--- config.mk ---
export PLATFORM = sky130hd
export DESIGN_NAME = rstc_ctrl
export DESIGN_NICKNAME = d
export VERILOG_FILES = /design/src/rtl/rstc_pkg.sv /design/src/rtl/rstc_sync.sv /design/src/rtl/rstc_cause.sv /design/src/rtl/rstc_hold.sv /design/src/rtl/rstc_status.sv /design/src/rtl/rstc_ctrl.sv
export SDC_FILE = /design/constraint.sdc
export NUM_CORES = 1
export LEC_CHECK = 0
export ABC_CLOCK_PERIOD_IN_PS = 2600
export BUFFER_PORTS_ARGS = -buffer_cell sky130_fd_sc_hd__buf_2
export CAP_MARGIN = 20
export CORE_MARGIN = 5
export CORE_UTILIZATION = 50
export DETAILED_ROUTE_END_ITERATION = 6
export PLACE_DENSITY = 0.85
export SYNTH_ARGS = -nofsm -noshare
export SYNTH_HDL_FRONTEND = slang
export SYNTH_SLANG_ARGS = --single-unit
--- constraint.sdc ---
create_clock -name clk -period 2.6 [get_ports clk]
set_input_delay 0.39 -clock clk [delete_from_list [all_inputs] [get_ports clk]]
set_output_delay 0.39 -clock clk [all_outputs]
set_load 0.02 [all_outputs]
--- src/rtl/rstc_pkg.sv ---
package rstc_pkg;

    typedef struct packed {
        logic [2:0] page;
        logic       to;
        logic       pd;
        logic       z;
        logic       dc;
        logic       c;
    } stat_t;

    typedef enum logic [2:0] {
        RK_NONE    = 3'd0,
        RK_POR     = 3'd1,
        RK_CLR_RUN = 3'd2,
        RK_CLR_SLP = 3'd3,
        RK_WDT_RUN = 3'd4,
        RK_WDT_SLP = 3'd5
    } rkind_t;

    // Power-on beats clear pin beats watchdog.
    function automatic rkind_t classify(input logic por, input logic clr_ev,
                                        input logic wdt_ev, input logic slp);
        rkind_t k;
        if (por)         k = RK_POR;
        else if (clr_ev) k = slp ? RK_CLR_SLP : RK_CLR_RUN;
        else if (wdt_ev) k = slp ? RK_WDT_SLP : RK_WDT_RUN;
        else             k = RK_NONE;
        return k;
    endfunction

    function automatic stat_t apply_reset(input rkind_t k, input stat_t s);
        stat_t n;
        n = s;
        n.page = 3'b000;
        case (k)
            RK_POR: begin
                n = '0;
                n.to = 1'b1;
                n.pd = 1'b1;
            end
            RK_CLR_SLP: begin n.to = 1'b1; n.pd = 1'b0; end
            RK_WDT_RUN: begin n.to = 1'b0; n.pd = 1'b1; end
            RK_WDT_SLP: begin n.to = 1'b0; n.pd = 1'b0; end
            RK_CLR_RUN: ;
            default:    n = s;
        endcase
        return n;
    endfunction

    function automatic stat_t apply_core(input stat_t s, input logic slp_stb,
                                         input logic wclr_stb, input logic wr,
                                         input logic [2:0] wr_page,
                                         input logic [2:0] wr_low);
        stat_t n;
        n = s;
        if (wr) begin
            n.page = wr_page;
            {n.z, n.dc, n.c} = wr_low;
        end
        if (slp_stb) begin
            n.to = 1'b1;
            n.pd = 1'b0;
        end else if (wclr_stb) begin
            n.to = 1'b1;
            n.pd = 1'b1;
        end
        return n;
    endfunction

endpackage

--- src/rtl/rstc_sync.sv ---
module rstc_sync #(
    parameter int unsigned STAGES = 2
) (
    input  logic clk,
    input  logic d_i,
    output logic q_o
);
    localparam int unsigned LAST = STAGES - 1;

    logic [LAST:0] ff_q;

    for (genvar g = 0; g < STAGES; g++) begin : g_stage
        if (g == 0) begin : g_first
            always_ff @(posedge clk) ff_q[0] <= d_i;
        end else begin : g_next
            always_ff @(posedge clk) ff_q[g] <= ff_q[g-1];
        end
    end

    assign q_o = ff_q[LAST];
endmodule

--- src/rtl/rstc_cause.sv ---
module rstc_cause
    import rstc_pkg::*;
(
    input  logic   clk,
    input  logic   por_i,
    input  logic   clr_req_i,
    input  logic   wdt_req_i,
    input  logic   sleeping_i,
    output rkind_t kind_o
);
    logic clr_prev_q;
    logic wdt_prev_q;

    always_ff @(posedge clk) begin
        clr_prev_q <= clr_req_i;
        wdt_prev_q <= wdt_req_i;
    end

    assign kind_o = classify(por_i,
                             clr_req_i & ~clr_prev_q,
                             wdt_req_i & ~wdt_prev_q,
                             sleeping_i);
endmodule

--- src/rtl/rstc_hold.sv ---
module rstc_hold #(
    parameter int unsigned HOLD_CYCLES = 4
) (
    input  logic clk,
    input  logic src_i,
    output logic busy_o
);
    localparam int unsigned    CW   = $clog2(HOLD_CYCLES + 1);
    localparam logic [CW-1:0]  LOAD = CW'(HOLD_CYCLES);

    logic [CW-1:0] cnt_q;

    always_ff @(posedge clk) begin
        if (src_i)
            cnt_q <= LOAD;
        else if (cnt_q != '0)
            cnt_q <= cnt_q - CW'(1);
    end

    assign busy_o = (cnt_q != '0);
endmodule

--- src/rtl/rstc_status.sv ---
module rstc_status
    import rstc_pkg::*;
(
    input  logic       clk,
    input  rkind_t     kind_i,
    input  logic       core_busy_i,
    input  logic       sleep_i,
    input  logic       wdt_clr_i,
    input  logic       wr_en_i,
    input  logic [7:0] wr_data_i,
    output stat_t      stat_o,
    output logic       sleeping_o
);
    stat_t st_q;
    logic  slp_q;
    logic  unused_ro;

    // Write data bits 4..3 land on read-only flags.
    assign unused_ro = ^wr_data_i[4:3];

    always_ff @(posedge clk) begin
        if (kind_i != RK_NONE) begin
            st_q  <= apply_reset(kind_i, st_q);
            slp_q <= 1'b0;
        end else if (!core_busy_i && !slp_q) begin
            st_q <= apply_core(st_q, sleep_i, wdt_clr_i, wr_en_i,
                               wr_data_i[7:5], wr_data_i[2:0]);
            if (sleep_i)
                slp_q <= 1'b1;
        end
    end

    assign stat_o     = st_q;
    assign sleeping_o = slp_q;
endmodule

--- src/rtl/rstc_ctrl.sv ---
module rstc_ctrl
    import rstc_pkg::*;
#(
    parameter int unsigned SYNC_STAGES = 2,
    parameter int unsigned HOLD_CYCLES = 4
) (
    input  logic       clk,
    input  logic       por_i,
    input  logic       clr_n_i,
    input  logic       wdt_to_i,
    input  logic       sleep_i,
    input  logic       wdt_clr_i,
    input  logic       wr_en_i,
    input  logic [7:0] wr_data_i,
    output logic       core_rst_o,
    output logic       sleeping_o,
    output logic [7:0] status_o
);
    logic   clr_req;
    logic   wdt_req;
    logic   src_any;
    logic   busy;
    rkind_t cause_kind;
    stat_t  stat;

    rstc_sync #(.STAGES(SYNC_STAGES)) u_sync_clr (
        .clk (clk),
        .d_i (~clr_n_i),
        .q_o (clr_req)
    );

    rstc_sync #(.STAGES(SYNC_STAGES)) u_sync_wdt (
        .clk (clk),
        .d_i (wdt_to_i),
        .q_o (wdt_req)
    );

    rstc_cause u_cause (
        .clk        (clk),
        .por_i      (por_i),
        .clr_req_i  (clr_req),
        .wdt_req_i  (wdt_req),
        .sleeping_i (sleeping_o),
        .kind_o     (cause_kind)
    );

    assign src_any = por_i | clr_req | wdt_req;

    rstc_hold #(.HOLD_CYCLES(HOLD_CYCLES)) u_hold (
        .clk    (clk),
        .src_i  (src_any),
        .busy_o (busy)
    );

    rstc_status u_status (
        .clk         (clk),
        .kind_i      (cause_kind),
        .core_busy_i (busy),
        .sleep_i     (sleep_i),
        .wdt_clr_i   (wdt_clr_i),
        .wr_en_i     (wr_en_i),
        .wr_data_i   (wr_data_i),
        .stat_o      (stat),
        .sleeping_o  (sleeping_o)
    );

    assign core_rst_o = busy;
    assign status_o   = stat;
endmodule

## Word level (Yosys, flattened, before mapping)

Index checks and enable logic that the tools add are counted.

| storage, ports and cells | value |
|---|---|
| flip-flop bits (word level) | 18 |
| bits in latches | 0 |
| memory bits (writable) | 0 |
| ROM bits | 0 |
| bits of input ports | 15 |
| output and inout port bits | 10 |
| logic and storage cells | 57 |
| memories kept | 0 |

| operators by class | value |
|---|---|
| add/sub/neg operators | 1 |
| multiply operators | 0 |
| divide/modulo/power cells | 0 |
| magnitude comparators | 0 |
| equal/unequal tests | 8 |
| shift-type cells | 0 |
| multiplexer cells | 14 |
| bitwise gates (word level) | 7 |
| reduce and logical (&&, ||, !) cells | 13 |

Operator list:

| cell | number |
|---|---|
| $mux 3 | 7 |
| $mux 8 | 2 |
| $reduce_and 3->1 | 3 |
| $reduce_bool 3->1 | 3 |
| $pmux 2 s4 | 1 |
| $eq 3x2->1 const B | 2 |
| $eq 3x3->1 const B | 2 |
| $ne 5x5->1 const B | 1 |
| $reduce_or 5->1 | 1 |
| $mux 2 | 2 |
| $ne 2x2->1 const B | 2 |
| $reduce_bool 2->1 | 2 |
| $eq 3x1->1 const B | 1 |
| $not 1->1 | 3 |
| $sub 3x1->3 const B | 1 |
| $and 1x1->1 | 2 |
| $logic_not 1->1 | 2 |
| $mux 1 | 2 |
| $or 1x1->1 | 2 |
| $reduce_and 2->1 | 1 |
| $logic_and 1x1->1 | 1 |

## Logic depth before layout (Yosys ltp)

Gate-level depths: netlist of the first run.

| depth | value |
|---|---|
| word-level depth | 9 |
| depth in mapped cells | 6 |

## Hierarchy

A second synthesis of the first run with hierarchy kept.

| second synthesis, totals | value |
|---|---|
| cells, all modules | 61 |
| area total of the unflattened synthesis | 757.0 um2 |

Modules (own cells, without submodules):

| module | instances | cells an instance | area each (um2) | seq. area each (um2) |
|---|---|---|---|---|
| rstc_status | 1 | 31 | 399.1 | 260.2 |
| rstc_hold | 1 | 16 | 168.9 | 60.1 |
| rstc_cause | 1 | 8 | 98.8 | 40.0 |
| rstc_sync | 2 | 2 | 40.0 | 40.0 |
| rstc_ctrl | 1 | 2 | 10.0 | 0.0 |

## Worst setup path before layout of the first run

Ideal clock, no wire load.

| timing | value |
|---|---|
| kind | reg-to-reg |
| start | register u_hold.cnt_q[0] |
| end | register u_status.st_q, in the netlist u_status.stat_o[0], enable pin |
| setup time | 0.350 ns |
| arrival time | 1.224 ns |
| data required time | 2.250 ns |
| slack | 1.026 ns |
| stages on the path, launching flop included | 6 |
| clock period less this slack | 1.574 ns |
| cells stage by stage | dfxtp_1 inv_1 ha_1 nand2b_1 buf_2 o41ai_2 |

| between the ends | value |
|---|---|
| word-level cells in the longest chain between the ends | 5 |

RTL lines:

| item | RTL line | text |
|---|---|---|
| start, declared | rstc_hold.sv:11 | `logic [CW-1:0] cnt_q;` |
| start signal, assigned | rstc_hold.sv:17 | `cnt_q <= cnt_q - CW'(1);` |
| $reduce_bool 3->1 | rstc_hold.sv:20 | `assign busy_o = (cnt_q != '0);` |
| named net core_rst_o | rstc_ctrl.sv:15 | `output logic core_rst_o,` |
| $logic_not 1->1 | rstc_status.sv:25 | `end else if (!core_busy_i && !slp_q) begin` |
| $logic_and 1x1->1 | rstc_status.sv:25 |  |
| $reduce_bool 2->1 (no source line) | n/a |  |
| $reduce_and 3->1 (no source line) | n/a |  |
| end signal, assigned | rstc_status.sv:23 | `st_q <= apply_reset(kind_i, st_q);` |
| end signal, assigned | rstc_status.sv:26 | `st_q <= apply_core(st_q, sleep_i, wdt_clr_i, wr_en_i,` |
| end, declared | rstc_status.sv:14 | `stat_t st_q;` |

The timed path passes the listed nets, and every way through them passes these cells.
A chain may end at the register's enable or synchronous reset.

## Worst setup path after layout of the first run

| timing | value |
|---|---|
| start | register u_hold.cnt_q[0] |
| end | output core_rst_o |

| between the ends | value |
|---|---|
| word-level cells in the longest chain between the ends | 1 |

RTL lines:

| item | RTL line |
|---|---|
| $reduce_bool 3->1 | rstc_hold.sv:20 |
| end, declared | rstc_ctrl.sv:15 |

No other way between the ends.

==> impl_metrics.json, run 1 <==
{
  "result_of_the_run": "completed",
  "worstMarginPinSlew_ns": 0.417,
  "crit_path_start": "u_hold.cnt_q[0]",
  "mappedNetlistArea_um2": 707,
  "grt_pass1_vias": 498,
  "synthesis.instances": 59,
  "maxUsedRoutingLayer": "met4",
  "whs_ns": 0.206,
  "post_synthesis_share_of_cell_area_spent_on_and_or_nand_and_nor_gates_pct": 19.3,
  "synth_cell_type_count": 22,
  "hpwl_um": 991,
  "setup.worst_path.start_class": "flip-flop",
  "worst-endpoint-arrival_ns": 1.40,
  "gp_congestion": 0.646,
  "post_synthesis_compound_gate_area_fraction_pct": 10.3,
  "largest_family_of_logic_cells_by_synthesized_area": "simple AND/OR/NAND/NOR gates",
  "hold_class": "input pin to flip-flop",
  "die_area_um2": 2270,
  "slew_viol_final": 0,
  "yosysWarnings": 0,
  "slew_headroom_pct": 71.9,
  "remaining_drc_errors": 0,
  "htree_levels": 1,
  "start_util_pct": 53.7,
  "share_of_layout_cells_above_drive_strength_1_pct": 34.5,
  "fp.dieW_um": 47.6,
  "max-clock-path-buffers": 2,
  "number_of_gates_resized_after_cts": 0,
  "timing.clock.skew_ns": 0.00287,
  "crit_type": "flip-flop to output port",
  "grt_overflow_total": 0,
  "fmax_mhz": 559,
  "worst_hold_startpoint": "wdt_to_i",
  "drv_cap": 0,
  "syn_nets": 76,
  "grt_antenna_before_repair": 0,
  "routedLengthMet1_um": 452,
  "clk_pin_slew_ns": 0.09,
  "synthMuxAreaShare_pct": 0,
  "num_antenna_cells": 0,
  "routed-wl-met2_um": 637,
  "critPathMaxFanout": 7,
  "syn_area_per_cell_um2": 12.0,
  "fin_tns_setup_ns": 0,
  "synthToLayoutAreaGrowth_pct": 21.2,
  "cts_hold_buffers": 0,
  "finish.net_count": 102,
  "vias": 500,
  "maximum_number_of_pins_on_one_net_before_global_route_repair": 11,
  "clk-insertion-delay-late_ns": 0.28,
  "period_needed_ns": 1.79,
  "ys_seq_elements": 18,
  "synth_xor_xnor_area_share_pct": 1.24,
  "required_ns": 2.21,
  "tritoncts_clock_tree": "yes",
  "timing.final.setup_violations": 0,
  "synth-seq-area-share_pct": 62.3,
  "reg2reg_from": "u_hold.cnt_q[0]",
  "ir_worst_vdd_mv": 0.459,
  "drt-pass1-iter-count": 1,
  "route.met3.wl_um": 94,
  "drt.antenna.violating_nets": 0,
  "cts_sinks": 18,
  "post_cts.repair.setup_buffers": 0,
  "core_region_area_um2": 1320,
  "finalCritPeriodShare_pct": 68.8,
  "global_route.usage.total_pct": 12.2,
  "drt_iter0_markers": 0,
  "timing_hold_violations_final": 0,
  "root_buffer": "sky130_fd_sc_hd__clkbuf_4",
  "post_synth_fa_ha_maj_area_fraction_pct": 3.54,
  "cts_made_buffers": 3,
  "powerDensity_nw_per_um2": 608,
  "fraction_of_the_core_area_covered_by_cells_at_the_end_of_the_flow_pct": 65.1,
  "numPortBuffers": 22,
  "rsz_0062_raised_after_global_routing": "false",
  "rows": 13,
  "route.detailed.vias_per_inst": 5.05,
  "critical_path_capture_point_type": "output port",
  "pin_count": 25,
  "totalWireLength_um": 1200,
  "routed_wire_length_per_instance_um": 12.1,
  "power.static_leakage_nw": 0.376,
  "chipHeight_um": 47.6,
  "grt_first_pass_wirelength_um": 1880
}
-- metrics by stage --
step	worst slack [ns]	power (mW)	area, um2	cells
2_1_floorplan	1.03	0.367	707	59
3_3_place_gp	0.978	0.388	831	95
3_5_place_dp	0.948	0.392	831	95
4_1_cts	0.801	0.527	857	99
5_1_grt	0.702	0.547	857	99
6_report	0.812	0.521	857	99
-- worst max-delay path, stage by stage, from the launching register on --
cell                       delay [ns]
sky130_fd_sc_hd__dfxtp_1         0.35
sky130_fd_sc_hd__inv_1           0.06
sky130_fd_sc_hd__ha_1            0.22
sky130_fd_sc_hd__nand2b_1        0.25
sky130_fd_sc_hd__buf_2           0.23
-- cells in the mapped netlist --
library cell,number,area share (%)
sky130_fd_sc_hd__ha_1,2,3.5
sky130_fd_sc_hd__nor3_2,1,1.4
sky130_fd_sc_hd__o21ai_0,3,2.1
sky130_fd_sc_hd__edfxtp_1,8,34
sky130_fd_sc_hd__buf_2,1,0.71
sky130_fd_sc_hd__and2_1,6,5.3
sky130_fd_sc_hd__a211oi_2,1,1.8
sky130_fd_sc_hd__inv_1,5,2.7
sky130_fd_sc_hd__and2b_1,1,1.1
sky130_fd_sc_hd__a21o_1,1,1.1
sky130_fd_sc_hd__o32a_1,1,1.4
sky130_fd_sc_hd__nor2_1,5,2.7
sky130_fd_sc_hd__o41ai_2,1,2.3
sky130_fd_sc_hd__or3_4,1,1.6
sky130_fd_sc_hd__a21oi_1,1,0.71
sky130_fd_sc_hd__xnor2_1,1,1.2
sky130_fd_sc_hd__a31oi_1,1,0.89
sky130_fd_sc_hd__dfxtp_1,10,28
sky130_fd_sc_hd__nor2b_1,1,0.89
sky130_fd_sc_hd__nand3_1,3,2.1
sky130_fd_sc_hd__nand2b_1,4,3.5
sky130_fd_sc_hd__nor3_1,1,0.71
-- per-layer routing --
layer | vias up | track usage (%)
met4 | 0 | 8.06
li1 | 252 | -
met3 | 2 | 2.26
met2 | 13 | 21.7
met5 | - | 0
met1 | 233 | 13.0
-- layout make-up --
cell class,instances,area [um2]
repair buffers,22,110
fillers,95,460
well taps,15,18.8
clock buffers,4,26.3
flip-flops and latches,18,440
inverters,5,18.8
multi-input cells,35,243
-- sequential cells by signal, indices dropped and copies added, names as in the netlist --
name / cells
u_sync_clr.q_o: 1
u_sync_wdt.ff_q: 1
u_cause.wdt_prev_q: 1
u_hold.cnt_q: 3
u_status.sleeping_o: 1
u_sync_wdt.q_o: 1
u_sync_clr.ff_q: 1
u_status.stat_o: 8
u_cause.clr_prev_q: 1
-- path summary, 6_finish.rpt --
kind / endpoint / slack [ns] / depth (start not counted)
worst max-delay path: core_rst_o / 0.81 / 4
worst max register to register: u_status.stat_o[0] / 0.95 / 4
worst min register to register: u_sync_wdt.q_o / 0.33 / 0
worst min-delay path: u_sync_wdt.ff_q[0] / 0.21 / 1
-- cell usage in the layout (no fill, tap or decap), types with 2 or more instances in the layout --
| cell | n |
|---|---|
| sky130_fd_sc_hd__inv_1 | 5 |
| sky130_fd_sc_hd__buf_2 | 22 |
| sky130_fd_sc_hd__nand2b_1 | 4 |
| sky130_fd_sc_hd__edfxtp_1 | 8 |
| sky130_fd_sc_hd__clkbuf_4 | 3 |
| sky130_fd_sc_hd__nand3_1 | 3 |
| sky130_fd_sc_hd__and2_1 | 6 |
| sky130_fd_sc_hd__dfxtp_1 | 10 |
| sky130_fd_sc_hd__nor2_1 | 5 |
| sky130_fd_sc_hd__ha_1 | 2 |
| sky130_fd_sc_hd__o21ai_0 | 3 |
-- power by group --
part / switching, mW / internal (mW) / total (mW)
sequential: 0.00543 / 0.313 / 0.318
clock: 0.0769 / 0.0595 / 0.136
combinational: 0.0390 / 0.0269 / 0.0660
total: 0.121 / 0.399 / 0.521
-- cell families after synthesis --
logic type,after synthesis
XOR/XNOR,1
AND/OR/NAND/NOR,23
flip-flops,18
AO/OA/AOI/OAI,9
buffers and inverters,6
adder cells (fa/ha/maj),2
Power figures use the tool's default switching activity.
==> inputs of run 2 (changes only) <==
Settings changed: ABC_AREA from default to 1, ABC_CLOCK_PERIOD_IN_PS 2600 to 1800, CORE_UTILIZATION 50 to 46, PLACE_DENSITY 0.85 to 0.79.
Clock period 2.6 ns to 1.8 ns, I/O delays scaled along.
==> impl_metrics.json, run 2 <==
{
  "timing.clock.skew_ns": 0.000595,
  "pin_count": 25,
  "syn_area_per_cell_um2": 10.1,
  "synth.top_cell.area_share_pct": 33.1,
  "clk-insertion-delay-late_ns": 0.28,
  "grt_first_pass_wirelength_um": 2200,
  "yosys.area.top_type": "sky130_fd_sc_hd__edfxtp_1",
  "totalWireLength_um": 1260,
  "htree_levels": 1,
  "tritoncts_clock_tree": "yes",
  "required_ns": 1.53,
  "power.static_leakage_nw": 0.444,
  "r2r_slack_ns": 0.38,
  "drv_cap": 0,
  "slew_headroom_pct": 86.5,
  "synth_cell_type_count": 17,
  "cts_sinks": 18,
  "worstMarginPinSlew_ns": 0.203,
  "number_of_gates_resized_after_cts": 0,
  "largest_register_ffs": 8,
  "maximum_number_of_pins_on_one_net_before_global_route_repair": 11,
  "grt_antenna_before_repair": 0,
  "worst-endpoint-arrival_ns": 1.23,
  "worst_hold_startpoint": "wdt_to_i",
  "reg_to_reg_end": "u_status.stat_o[2]",
  "share_seq_of_total_power_pct": 57.6,
  "numPortBuffers": 22,
  "fp.dieW_um": 49.7,
  "timing_hold_violations_final": 0,
  "cts_made_buffers": 3,
  "grt_pass1_vias": 552,
  "timing.final.setup_violations": 0,
  "synth_commonest_cells": "sky130_fd_sc_hd__inv_1 (14), sky130_fd_sc_hd__dfxtp_1 (10), sky130_fd_sc_hd__nor2_1 (10)",
  "max-clock-path-buffers": 2,
  "synthesis.instances": 72,
  "finalCritPeriodShare_pct": 83.1,
  "critical_path.slowest_cell": "sky130_fd_sc_hd__dfxtp_1",
  "route.detailed.vias_per_inst": 4.72,
  "root_buffer": "sky130_fd_sc_hd__clkbuf_4",
  "routed_wire_length_per_instance_um": 11.1,
  "timing.hold.worst_endpoint": "u_sync_wdt.ff_q[0]",
  "critical-path-max-stage-delay_ns": 0.35,
  "yosysWarnings": 0,
  "reg2reg_from": "u_hold.cnt_q[0]",
  "mappedNetlistArea_um2": 726,
  "setup.worst_path.start_class": "flip-flop",
  "drt.antenna.violating_nets": 0,
  "async_reset_ff_share_pct": 0,
  "dp_worst_setup_slack_ns": 0.379,
  "vias": 538,
  "ff2ff_path_depth": 6,
  "remaining_drc_errors": 0,
  "cells_traversed_along_the_worst_timing_path": "inv_1, ha_1, nand2_4, buf_2",
  "cellInternalPower_uw": 609,
  "hold_class": "input pin to flip-flop",
  "ir_worst_vdd_mv": 0.511,
  "result_of_the_run": "completed",
  "cts_hold_buffers": 0,
  "postSynth.topFlopCell": "sky130_fd_sc_hd__dfxtp_1",
  "gp_congestion": 0.639,
  "crit_type": "flip-flop to output port",
  "rows": 14,
  "most_common_cell_after_layout_fill_and_taps_aside": "sky130_fd_sc_hd__buf_2",
  "synth-seq-area-share_pct": 60.7,
  "chipHeight_um": 49.7,
  "global_route.usage.total_pct": 11.4,
  "postLayoutSetupSlackWorst_ns": 0.304,
  "clockPowerShare_pct": 30.2,
  "power_switching_uw": 188,
  "grt_overflow_total": 0,
  "power.combinational.fraction_pct": 12.2,
  "ys_seq_elements": 18,
  "synth-edff-count": 8,
  "hpwl_um": 1050,
  "critPathMaxFanout": 7,
  "drt_iter0_markers": 4,
  "hold_depth": 1,
  "fmax_mhz": 668,
  "slew_viol_final": 0,
  "most_frequent_cell_after_synthesis": "sky130_fd_sc_hd__inv_1",
  "post_cts.repair.setup_buffers": 0,
  "synthToLayoutAreaGrowth_pct": 22.9,
  "period_needed_ns": 1.50,
  "start_util_pct": 48.2,
  "drt-pass1-iter-count": 4,
  "clk_pin_slew_ns": 0.10,
  "crit_path_start": "u_hold.cnt_q[0]",
  "finish.net_count": 116,
  "powerDensity_nw_per_um2": 894,
  "switching_share_pct": 23.6,
  "critical_path_capture_point_type": "output port",
  "rsz_0062_raised_after_global_routing": "false",
  "layout.cells.most_common_list": "sky130_fd_sc_hd__buf_2 (22), sky130_fd_sc_hd__inv_1 (14), sky130_fd_sc_hd__nor2_1 (10), sky130_fd_sc_hd__dfxtp_1 (10), sky130_fd_sc_hd__edfxtp_1 (8)",
  "syn_nets": 89,
  "core_region_area_um2": 1510,
  "synth_area_leaders": "sky130_fd_sc_hd__edfxtp_1 (33%), sky130_fd_sc_hd__dfxtp_1 (28%), sky130_fd_sc_hd__inv_1 (7.2%), sky130_fd_sc_hd__nor2_1 (5.2%), sky130_fd_sc_hd__nand2_1 (3.6%)",
  "die_area_um2": 2470,
  "num_antenna_cells": 0,
  "share_of_layout_cells_above_drive_strength_1_pct": 36.7,
  "fin_tns_setup_ns": 0
}
-- run 2: per-layer routing --
layer / track usage (%) / part of all wire (%)
met2: 21.6 / 57
met1: 11.2 / 37
met3: 3.01 / 5.2
met4: 5.24 / 0.71
met5: 0 / 0
-- run 2: cells by family (layout without fill, tap and decap cells) --
logic type | Yosys count | after routing | share of synthesized area [%]
AOI/OAI and AO/OA | 9 | 9 | 7.24
buffers and inverters | 16 | 42 | 8.28
and+or+nand+nor | 27 | 27 | 20.3
DFF | 18 | 18 | 60.7
adders and majority gates | 2 | 2 | 3.45
-- run 2: power groups by stage --
stage | combinational (mW) | sequential (mW) | clock [mW]
after floorplan | 0.0469 | 0.485 | 0
after global placement | 0.0941 | 0.468 | 0
after detailed placement | 0.0987 | 0.469 | 0
after CTS | 0.0989 | 0.460 | 0.249
after global routing | 0.110 | 0.462 | 0.272
final | 0.0973 | 0.460 | 0.241
-- run 2: area by class of cell --
class,count,area [um2]
clock buffer,4,36.3
fill,145,614
tap,16,20.0
sequential,18,440
multi-input combinational,38,225
timing repair buffer,22,110
inverter,16,60.1
-- run 2: how the worst max path moves through the flow --
| stage | to | slack [ns] | cells past startpoint |
|---|---|---|---|
| floorplan | u_status.stat_o[0] | 0.49 | 6 |
| global placement | u_status.stat_o[1] | 0.46 | 6 |
| detailed placement | u_status.stat_o[0] | 0.38 | 6 |
| CTS | core_rst_o | 0.28 | 4 |
| global route | core_rst_o | 0.20 | 4 |
| finish | core_rst_o | 0.30 | 4 |
-- run 2: per-stage QoR --
stage | utilization (%) | std cells | power (mW) | hold slack [ns] | area, um2
floorplan | - | 72 | 0.531 | 0.298 | 726
global placement | 56.8 | 110 | 0.562 | 0.310 | 856
detailed placement | 56.8 | 110 | 0.568 | 0.319 | 856
CTS | 59.2 | 114 | 0.808 | 0.0690 | 892
global route | 59.2 | 114 | 0.844 | 0.0584 | 892
finish | 59.2 | 114 | 0.797 | 0.0789 | 892
-- run 2: critical path, delay by kind of cell (launching register included) --
family / cells / cell delay, ns
DFF: 1 / 0.35
buffers and inverters: 2 / 0.23
adders and majority gates: 1 / 0.23
and+or+nand+nor: 1 / 0.12
==> inputs of run 3 (changes only) <==
Settings changed: ABC_CLOCK_PERIOD_IN_PS 1800 to 1600.
Clock period 1.8 ns to 1.6 ns, I/O delays scaled along.
==> impl_metrics.json, run 3 (synthesis gave the netlist of run 2 again) <==
{
  "route.detailed.vias_per_inst": 4.68,
  "whs_ns": 0.0423,
  "worstMarginPinSlew_ns": 0.203,
  "number_of_gates_resized_after_cts": 0,
  "htree_levels": 1,
  "num_antenna_cells": 0,
  "layout.cells.most_common_list": "sky130_fd_sc_hd__buf_2 (22), sky130_fd_sc_hd__inv_1 (14), sky130_fd_sc_hd__nor2_1 (10), sky130_fd_sc_hd__dfxtp_1 (10), sky130_fd_sc_hd__edfxtp_1 (8)",
  "timing_hold_violations_final": 0,
  "hpwl_um": 1010,
  "powerDensity_nw_per_um2": 1010,
  "maximum_number_of_pins_on_one_net_before_global_route_repair": 11,
  "placed_cells_incl_taps": 110,
  "synthToLayoutAreaGrowth_pct": 22.9,
  "clk-insertion-delay-late_ns": 0.29,
  "root_buffer": "sky130_fd_sc_hd__clkbuf_4",
  "cts_hold_buffers": 0,
  "drv_cap": 0,
  "gp_congestion": 0.633,
  "crit_type": "flip-flop to output port",
  "rows": 14,
  "grt_pass1_vias": 547,
  "max-clock-path-buffers": 2,
  "clk_pin_slew_ns": 0.10,
  "fp.dieW_um": 49.7,
  "largest_register_ffs": 8,
  "slew_headroom_pct": 86.5,
  "cts_made_buffers": 3,
  "crit_path_start": "u_hold.cnt_q[0]",
  "grt_first_pass_wirelength_um": 2250,
  "core_region_area_um2": 1510,
  "tritoncts_clock_tree": "yes",
  "grt_overflow_total": 0,
  "rsz_0062_raised_after_global_routing": "false",
  "hold_class": "input pin to flip-flop",
  "fraction_of_the_core_area_covered_by_cells_at_the_end_of_the_flow_pct": 59.2,
  "worst-endpoint-arrival_ns": 1.22,
  "ff2ff_path_depth": 6,
  "fin_tns_setup_ns": 0,
  "chipHeight_um": 49.7,
  "finalCritPeriodShare_pct": 91.1,
  "drt.antenna.violating_nets": 0,
  "required_ns": 1.36,
  "post_layout_instance_count_excluding_filler_cells": 114,
  "numPortBuffers": 22,
  "vias": 533,
  "grt_antenna_before_repair": 0,
  "fmax_mhz": 686,
  "most_common_cell_after_layout_fill_and_taps_aside": "sky130_fd_sc_hd__buf_2",
  "setup.worst_path.start_class": "flip-flop",
  "layout.filler_cells": 143,
  "ir_worst_vdd_mv": 0.560,
  "power.static_leakage_nw": 0.444,
  "routed_wire_length_per_instance_um": 10.7,
  "worst_hold_startpoint": "wdt_to_i",
  "post_cts.repair.setup_buffers": 0,
  "critPathMaxFanout": 7,
  "drt_iter0_markers": 4,
  "timing.final.setup_violations": 0,
  "period_needed_ns": 1.46,
  "result_of_the_run": "completed",
  "global_route.usage.total_pct": 11.7,
  "finish.net_count": 116,
  "drt-pass1-iter-count": 3,
  "totalWireLength_um": 1220,
  "critical_path_capture_point_type": "output port",
  "start_util_pct": 48.2,
  "remaining_drc_errors": 0,
  "reg2reg_from": "u_hold.cnt_q[0]",
  "die_area_um2": 2470,
  "cts_sinks": 18,
  "share_of_layout_cells_above_drive_strength_1_pct": 36.7,
  "slew_viol_final": 0,
  "timing.clock.skew_ns": 0.00694,
  "pin_count": 25,
  "hold_depth": 1
}
## run 3: cell counts in the layout (fill, tap and decap cells not counted)
Identical to the previous run, type by type.
## run 3: path summary, 6_finish.rpt
path                        end  slack (ns)
min reg2reg      u_sync_clr.q_o        0.33
max                  core_rst_o        0.14
max reg2reg  u_status.stat_o[2]        0.19
min          u_sync_wdt.ff_q[0]        0.04
## run 3: worst max-delay path: stages, from the launching register on
cell,delay [ns]
sky130_fd_sc_hd__dfxtp_1,0.35
sky130_fd_sc_hd__inv_1,0.06
sky130_fd_sc_hd__ha_1,0.22
sky130_fd_sc_hd__nand2_4,0.11
sky130_fd_sc_hd__buf_2,0.17
## run 3: per-layer routing
metal  up-vias  global-route usage, %  wire [um]
met3         2                   3.61         76
met4         0                   7.42          9
li1        282                      -          -
met5         -                      0          0
met2        11                   21.0        694
met1       238                   11.3        435
## run 3: power breakdown
part	switching [mW]	internal, mW
registers	0.00931	0.507
logic	0.0691	0.0396
clock network	0.133	0.139
total	0.211	0.686
## run 3: cell type report
cell class,instances,area (um2),share of cell area (%)
well taps,16,20.0,2.24
repair buffers,22,110,12.3
multi-input cells,38,225,25.2
clock buffers,4,36.3,4.07
flip-flops and latches,18,440,49.4
inverters,16,60.1,6.73
## run 3: per-stage QoR
step           area (um2)  total power, mW  setup slack (ns)
2_1_floorplan         726            0.598             0.288
3_3_place_gp          856            0.632             0.259
3_5_place_dp          856            0.638             0.204
4_1_cts               892            0.907             0.130
5_1_grt               892            0.954            0.0274
6_report              892            0.897             0.143
